--- src/rtl/sev2_pkg.sv ---
package sev2_pkg;

    // operands reduced by one slice
    localparam int NOPS = 7;
    // extra result columns above the operand width: ceil(log2(NOPS+1))
    localparam int SPAN = 3;

    // transfer bundle leaving a slice: one bit one column up, two bits two columns up
    typedef struct packed {
        logic       t1;
        logic [1:0] t2;
    } xfer_t;

endpackage

--- src/rtl/sev2_fa.sv ---
module sev2_fa (
    input  logic a,
    input  logic b,
    input  logic ci,
    output logic s,
    output logic co
);
    always_comb begin
        s  = a ^ b ^ ci;
        co = (a & b) | (a & ci) | (b & ci);
    end
endmodule

--- src/rtl/sev2_ha.sv ---
module sev2_ha (
    input  logic a,
    input  logic b,
    output logic s,
    output logic co
);
    always_comb begin
        s  = a ^ b;
        co = a & b;
    end
endmodule

--- src/rtl/sev2_slice.sv ---
module sev2_slice
    import sev2_pkg::*;
(
    input  logic [NOPS-1:0] a_i,     // seven operand bits of this column
    input  xfer_t           xfer_i,  // t1 from column-1, t2 from column-2
    output logic            s_o,     // weight 2^i
    output logic            c_o,     // weight 2^(i+1)
    output xfer_t           xfer_o
);
    // level 0: count the primaries into p0 (x1), p1 (x2), p2 (x4)
    logic s_a, c_a, s_b, c_b, c_c;
    logic p0, p1, p2;

    sev2_fa u_fa_a (.a(a_i[0]), .b(a_i[1]), .ci(a_i[2]), .s(s_a), .co(c_a));
    sev2_fa u_fa_b (.a(a_i[3]), .b(a_i[4]), .ci(a_i[5]), .s(s_b), .co(c_b));
    sev2_fa u_fa_c (.a(s_a),    .b(s_b),    .ci(a_i[6]), .s(p0),  .co(c_c));
    sev2_fa u_fa_d (.a(c_a),    .b(c_b),    .ci(c_c),    .s(p1),  .co(p2));

    // level 1: fold in the operand-only transfer from two columns below
    logic u0, u1;
    logic t1_n, t2_hi_n;

    sev2_ha u_ha_lo (.a(p0), .b(xfer_i.t2[0]), .s(u0),   .co(u1));
    sev2_ha u_ha_hi (.a(p1), .b(u1),           .s(t1_n), .co(t2_hi_n));

    // output level: the late transfers meet the residue here only
    sev2_fa u_fa_out (.a(u0), .b(xfer_i.t1), .ci(xfer_i.t2[1]), .s(s_o), .co(c_o));

    always_comb begin
        xfer_o.t1    = t1_n;
        xfer_o.t2[0] = p2;       // depends on primaries only
        xfer_o.t2[1] = t2_hi_n;  // primaries plus incoming t2[0]
    end
endmodule

--- src/rtl/sev2_compressor.sv ---
module sev2_compressor
    import sev2_pkg::*;
#(
    parameter int W = 16
) (
    input  logic                       clk,
    input  logic                       rst_n,
    input  logic [NOPS-1:0][W-1:0]     op_i,
    output logic [W+SPAN-1:0]          sum_o,
    output logic [W+SPAN-1:0]          carry_o
);
    localparam int OW = W + SPAN;

    typedef struct packed {
        logic [OW-1:0] sum;
        logic [OW-1:0] carry;
    } res_t;

    res_t              res_d, res_q;
    logic [NOPS-1:0]   col [OW];
    xfer_t             xi  [OW];
    xfer_t             xo  [OW];
    logic [OW-1:0]     s_w;
    logic [OW-1:0]     c_w;

    for (genvar i = 0; i < OW; i++) begin : g_slice
        for (genvar k = 0; k < NOPS; k++) begin : g_col
            if (i < W) begin : g_live
                assign col[i][k] = op_i[k][i];
            end else begin : g_pad
                assign col[i][k] = 1'b0;
            end
        end

        if (i == 0) begin : g_in0
            assign xi[i] = '0;
        end else if (i == 1) begin : g_in1
            assign xi[i] = {xo[0].t1, 2'b00};
        end else begin : g_inn
            assign xi[i] = {xo[i-1].t1, xo[i-2].t2};
        end

        sev2_slice u_slice (
            .a_i    (col[i]),
            .xfer_i (xi[i]),
            .s_o    (s_w[i]),
            .c_o    (c_w[i]),
            .xfer_o (xo[i])
        );

        // value is conserved across every slice
        a_r2_slice_balance: assert property (@(posedge clk) disable iff (!rst_n)
            (32'(s_w[i]) + 2 * 32'(c_w[i]) + 2 * 32'(xo[i].t1)
             + 4 * 32'(xo[i].t2[0]) + 4 * 32'(xo[i].t2[1]))
            == (32'($countones(col[i])) + 32'(xi[i].t1)
                + 32'(xi[i].t2[0]) + 32'(xi[i].t2[1])));

        // the low two-column transfer reflects the primaries alone
        a_r2_early_xfer: assert property (@(posedge clk) disable iff (!rst_n)
            xo[i].t2[0] == ($countones(col[i]) >= 4));
    end

    always_comb begin
        res_d.sum   = s_w;
        res_d.carry = {c_w[OW-2:0], 1'b0};
    end

    always_ff @(posedge clk or negedge rst_n) begin
        if (!rst_n) res_q <= '0;
        else        res_q <= res_d;
    end

    assign sum_o   = res_q.sum;
    assign carry_o = res_q.carry;

    // ---------------- checks ----------------
    logic          primed_q;
    logic [OW-1:0] ref_total;
    logic [W-1:0]  seen;
    logic          overlap;
    logic          spill;

    always_ff @(posedge clk or negedge rst_n) begin
        if (!rst_n) primed_q <= 1'b0;
        else        primed_q <= 1'b1;
    end

    always_comb begin
        ref_total = '0;
        seen      = '0;
        overlap   = 1'b0;
        for (int k = 0; k < NOPS; k++) begin
            ref_total = ref_total + {{SPAN{1'b0}}, op_i[k]};
            overlap   = overlap | (|(seen & op_i[k]));
            seen      = seen | op_i[k];
        end
    end

    // bits that would leave the top column
    assign spill = c_w[OW-1] | xo[OW-1].t1 | (|xo[OW-1].t2) | (|xo[OW-2].t2);

    a_r2_total: assert property (@(posedge clk) disable iff (!rst_n)
        primed_q |-> (OW'(res_q.sum + res_q.carry) == $past(ref_total)));

    a_r3_no_spill: assert property (@(posedge clk) disable iff (!rst_n)
        spill == 1'b0);

    a_r4_carry_lsb: assert property (@(posedge clk) disable iff (!rst_n)
        res_q.carry[0] == 1'b0);

    a_r5_disjoint: assert property (@(posedge clk) disable iff (!rst_n)
        (primed_q && $past(!overlap)) |-> (res_q.carry == '0));

    a_r6_zero: assert property (@(posedge clk) disable iff (!rst_n)
        (primed_q && $past(op_i == '0)) |-> (res_q == '0));

    a_r7_hold: assert property (@(posedge clk) disable iff (!rst_n)
        (primed_q && $stable(op_i)) |=> $stable(res_q));

endmodule

--- config.mk ---
export PLATFORM = sky130hd
export DESIGN_NAME = sev2_compressor
export DESIGN_NICKNAME = d
export VERILOG_FILES = /design/src/rtl/sev2_pkg.sv /design/src/rtl/sev2_fa.sv /design/src/rtl/sev2_ha.sv /design/src/rtl/sev2_slice.sv /design/src/rtl/sev2_compressor.sv
export SDC_FILE = /design/constraint.sdc
export NUM_CORES = 1
export LEC_CHECK = 0
export ABC_CLOCK_PERIOD_IN_PS = 800
export BUFFER_PORTS_ARGS = -buffer_cell sky130_fd_sc_hd__buf_4
export CORE_AREA = 2 2 104 106
export DETAILED_ROUTE_END_ITERATION = 6
export DIE_AREA = 0 0 106 108
export GPL_ROUTABILITY_DRIVEN = 0
export GPL_TIMING_DRIVEN = 0
export RECOVER_POWER = 100
export SYNTH_ARGS = -nofsm -noshare
export SYNTH_HDL_FRONTEND = slang
export SYNTH_SLANG_ARGS = --single-unit
--- constraint.sdc ---
create_clock -name clk -period 0.8 [get_ports clk]
set_input_delay 0.2 -clock clk [delete_from_list [all_inputs] [get_ports clk]]
set_output_delay 0.2 -clock clk [all_outputs]
set_load 0.05 [all_outputs]
# Word-level counts from Yosys, hierarchy flattened
# Cells that the tools add are included.
# op_classes
bitwise_logic,603
# ops
op,count
$and A1 B1 Y1,263
$xor A1 B1 Y1,186
$or A1 B1 Y1,154
# totals
reg_bits,35
in_bits,114
out_inout_bits,38
elab_cells,605

# Logic depth before layout (Yosys ltp)
# logic_depth
depth_word,13
depth_mapped,10
depth_no_buf,10

# Modules after synthesis
# From an unflattened synthesis, not the netlist that was laid out.
# unflattened
hier_cells,229
area_unflattened_um2,3742.3
# modules_own_cells
mod,instances,cells_per_inst,area_each_um2,seq_area_each_um2
sev2_fa,95,1,20.0,0.0
sev2_compressor,1,39,937.1,925.9
sev2_ha,38,1,12.5,0.0
sev2_slice,19,3,22.5,0.0

# Worst setup path before layout
# OpenSTA, ideal clock, no wires.
# synth_timing
path_kind,input to register
from,input op_i[15] in the netlist's numbering
to,register res_q (netlist bit sum_o[16])
setup_time_ns,0.136
arrival_time_ns,2.384
required_ns,0.664
path_slack_ns,-1.720
stages,7
n_path_buf,0
cell_sequence,inv_1 -> fa_1 -> fa_1 -> fa_1 -> inv_1 -> ha_1 -> fa_1
# synth_via
elab_chain_cells,9
word_cells_on_any_way,18
classes_between,bitwise: 18
# synth_lines
element,line_no,rtl
from (decl),sev2_compressor.sv:8,"input logic [NOPS-1:0][W-1:0] op_i,"
$xor A1 B1 Y1 (2 in a row),sev2_fa.sv:9,s = a ^ b ^ ci;
$and A1 B1 Y1,sev2_fa.sv:10,co = (a & b) | (a & ci) | (b & ci);
$or A1 B1 Y1 (2 in a row),sev2_fa.sv:10,
$xor A1 B1 Y1,sev2_fa.sv:9,
$xor A1 B1 Y1 (*),sev2_ha.sv:8,s = a ^ b;
$xor A1 B1 Y1 (*) (2 in a row),sev2_fa.sv:9,
via g_slice[16].u_slice.s_o,sev2_slice.sv:6,"output logic s_o,"
to (signal assigned),sev2_compressor.sv:70,else res_q <= res_d;
to (decl),sev2_compressor.sv:19,"res_t res_d, res_q;"
# Mark *: on every way through the listed nets, which the timed path passes. The rest lies on a longest branch.

# Worst setup path after layout
# layout_timing
from,input op_i[14] in the netlist's numbering
to,register res_q (netlist bit sum_o[15])
# layout_via
elab_chain_cells,9
word_cells_on_any_way,18
classes_between,bitwise: 18
# layout_lines
element,line_no
$xor A1 B1 Y1 (2 in a row),sev2_fa.sv:9
$and A1 B1 Y1,sev2_fa.sv:10
$or A1 B1 Y1 (2 in a row),sev2_fa.sv:10
$xor A1 B1 Y1,sev2_fa.sv:9
$xor A1 B1 Y1 (*),sev2_ha.sv:8
$xor A1 B1 Y1 (*) (2 in a row),sev2_fa.sv:9
via g_slice[15].u_slice.s_o,sev2_slice.sv:6
# Marks and branches as above.

==> impl_metrics.toml <==
[outcome]
outcome = "complete, but fails checks"
violations = "negative setup slack"

[placed_design]
place_ws_ps = -1896
dp_hpwl_um = 5898
port-buffer-count = 148

[logic_synthesis]
yosys.area.top_type = "fa_1"
synthCells = 256
yosys_warnings = 0
yosysMostFrequentCell = "inv_1"
ys_top_cells_by_area = "fa_1, dfrtp_1, inv_1"
ys_ff_latch = 35
async_flop_share = 1.000
yosysSeqAreaShare = 0.2695
ys.flop_type = "dfrtp_1"
synth_top_cell_area_share = 0.4744
synth.distinct_cells = 6
synthesis.area_um2 = 3249
avgSynthCellArea_um2 = 12.69
synth_edf_count = 0
synth_common_cells = "inv_1, fa_1, dfrtp_1, ha_1, buf_4"

[detailed_routing]
initialDrtViolationCount = 50
routed_via_density = 3.989
dr_total_vias = 2186
detail-route-antenna-nets = 0
drc_errors = 0
drt-total-wl_um = 6766
post_drt_wl_per_cell_um = 12.35
first_pass_iters = 3

[clock_network]
htreeDepth = 2
cts_tree = "yes"
clkSlewWorstSetupHoldPaths_ps = 70
cts_root_buffer = "clkbuf_8"
cts_buffers = 5
cts.sinks = 35
cts_buffer_depth = 2
post-cts-setup-buffer-count = 0

[setup_path]
worstPathRequired_ps = 1020
crit_arrival_ps = 2490
start_kind = "primary input"
crit_type = "primary input to flop"
path_max_fanout = 1
end_kind = "flop"

[pwr]
p_total_mw = 14.46
p_per_area_nw_per_um2 = 2725
leakagePower_nw = 2.591
peakVddDrop_mv = 1.424

[die]
die_w_um = 106
ios = 152
fp.dieArea_um2 = 11450
core_um2 = 10230
start_util = 0.3176
rows = 37
die_h_um = 108

[sta]
setup_viol = 70
fmax_mhz = 439.7
setup_ws_ps = -1474
fin_crit_sh = 2.843
setup_tns_ps = -51990
slew_violations = 0
tightestPinTransition_ps = 844.5
rsz0062_at_grt = "yes"
hold_slack_ps = 21.99
max_slew_margin = 0.4370
hold_violations = 0
fin_crit_ps = 2274

[global_route]
first_global_vias = 2519
grt_pass1_wl_um = 11610
grt.overflow.total = 0
track_usage = 0.1305
grt_max_degree = 36
antenna_found_initial = 0

[cells_and_area]
drive_above_1_share = 0.6748
final_nets = 636
multi_input_area_um2 = 2379
fillers = 895
layout.area.seq_um2 = 875.8
final_util = 0.5188
n_antenna_cell = 0
syn_to_final_growth_pct = 63.34

[run]
cap_violations = 0

[hold_path]
hp-class = "primary input to asynchronous set/reset pin"
flip-flops by register name, summed over array words and instances, names as in the netlist:
| register | flops |
|---|---|
| carry_o | 17 |
| sum_o | 18 |
layer usage:
metal | global-route usage | vias up | wire length [um]
met5 | 0 | - | 0
met4 | 0.02256 | 0 | 44
met3 | 0.05184 | 4 | 742
met2 | 0.2309 | 110 | 3513
met1 | 0.1527 | 1076 | 2465
li1 | - | 996 | -
repair_timing:
| item | in CTS | in global routing |
|---|---|---|
| endpoints found under the hold margin | 35 | 35 |
| pin swaps | 56 | 22 |
| gates resized for setup | 122 | 22 |
| endpoints found under the setup margin | 70 | 70 |
critical path, cell delays in order:
cell   delay [ps]
buf_6          70
inv_2          30
fa_1          540
inv_2          40
fa_2          340
inv_2          60
fa_1          410
inv_2          80
ha_4          200
fa_2          520
cells by family (layout without fill, tap and decap cells):
family / after synthesis / count (layout) / synth area share
other: 1 / 3 / 0.001154
flip-flops: 35 / 35 / 0.2695
buffers and inverters: 111 / 265 / 0.1317
adder cells (fa/ha/maj): 109 / 109 / 0.5976
worst paths after layout:
path                          start     endpoint  slack, ps  depth (start not counted)
min in group clk           op_i[96]     sum_o[0]        390                          4
max in group asynchronous     rst_n  carry_o[16]        240                          1
worst max-delay path       op_i[14]    sum_o[15]      -1470                         10
worst min-delay path          rst_n     sum_o[5]         20                          1
final cells by class:
| class | count | share of cell area |
|---|---|---|
| repair buffers | 148 | 0.2548 |
| plain buffers | 3 | 0.004243 |
| inverters | 108 | 0.08204 |
| well taps | 136 | 0.03206 |
| multi-input cells | 112 | 0.4481 |
| flip-flops and latches | 35 | 0.1650 |
| clock buffers | 6 | 0.01367 |
metrics by stage:
step,instances,instance area [um^2]
detailed placement,542,4713
floorplan,258,3432
CTS,548,5259
global placement,542,4713
global route,548,5308
finish,548,5308
cell usage in the layout, fill, tap and decap left out:
| master | instances |
|---|---|
| buf_2 | 1 |
| buf_4 | 86 |
| buf_6 | 63 |
| buf_8 | 1 |
| clkbuf_1 | 1 |
| clkbuf_8 | 5 |
| conb_1 | 3 |
| dfrtp_1 | 35 |
| fa_1 | 39 |
| fa_2 | 38 |
| ha_1 | 4 |
| ha_2 | 2 |
| ha_4 | 26 |
| inv_1 | 52 |
| inv_2 | 52 |
| inv_8 | 4 |
power by group:
group	internal, mW	switching, mW
Sequential	2.66	0.369
Clock	0.581	0.617
Combinational	4.39	5.85
Note: power is estimated with default switching activity, not from simulation.
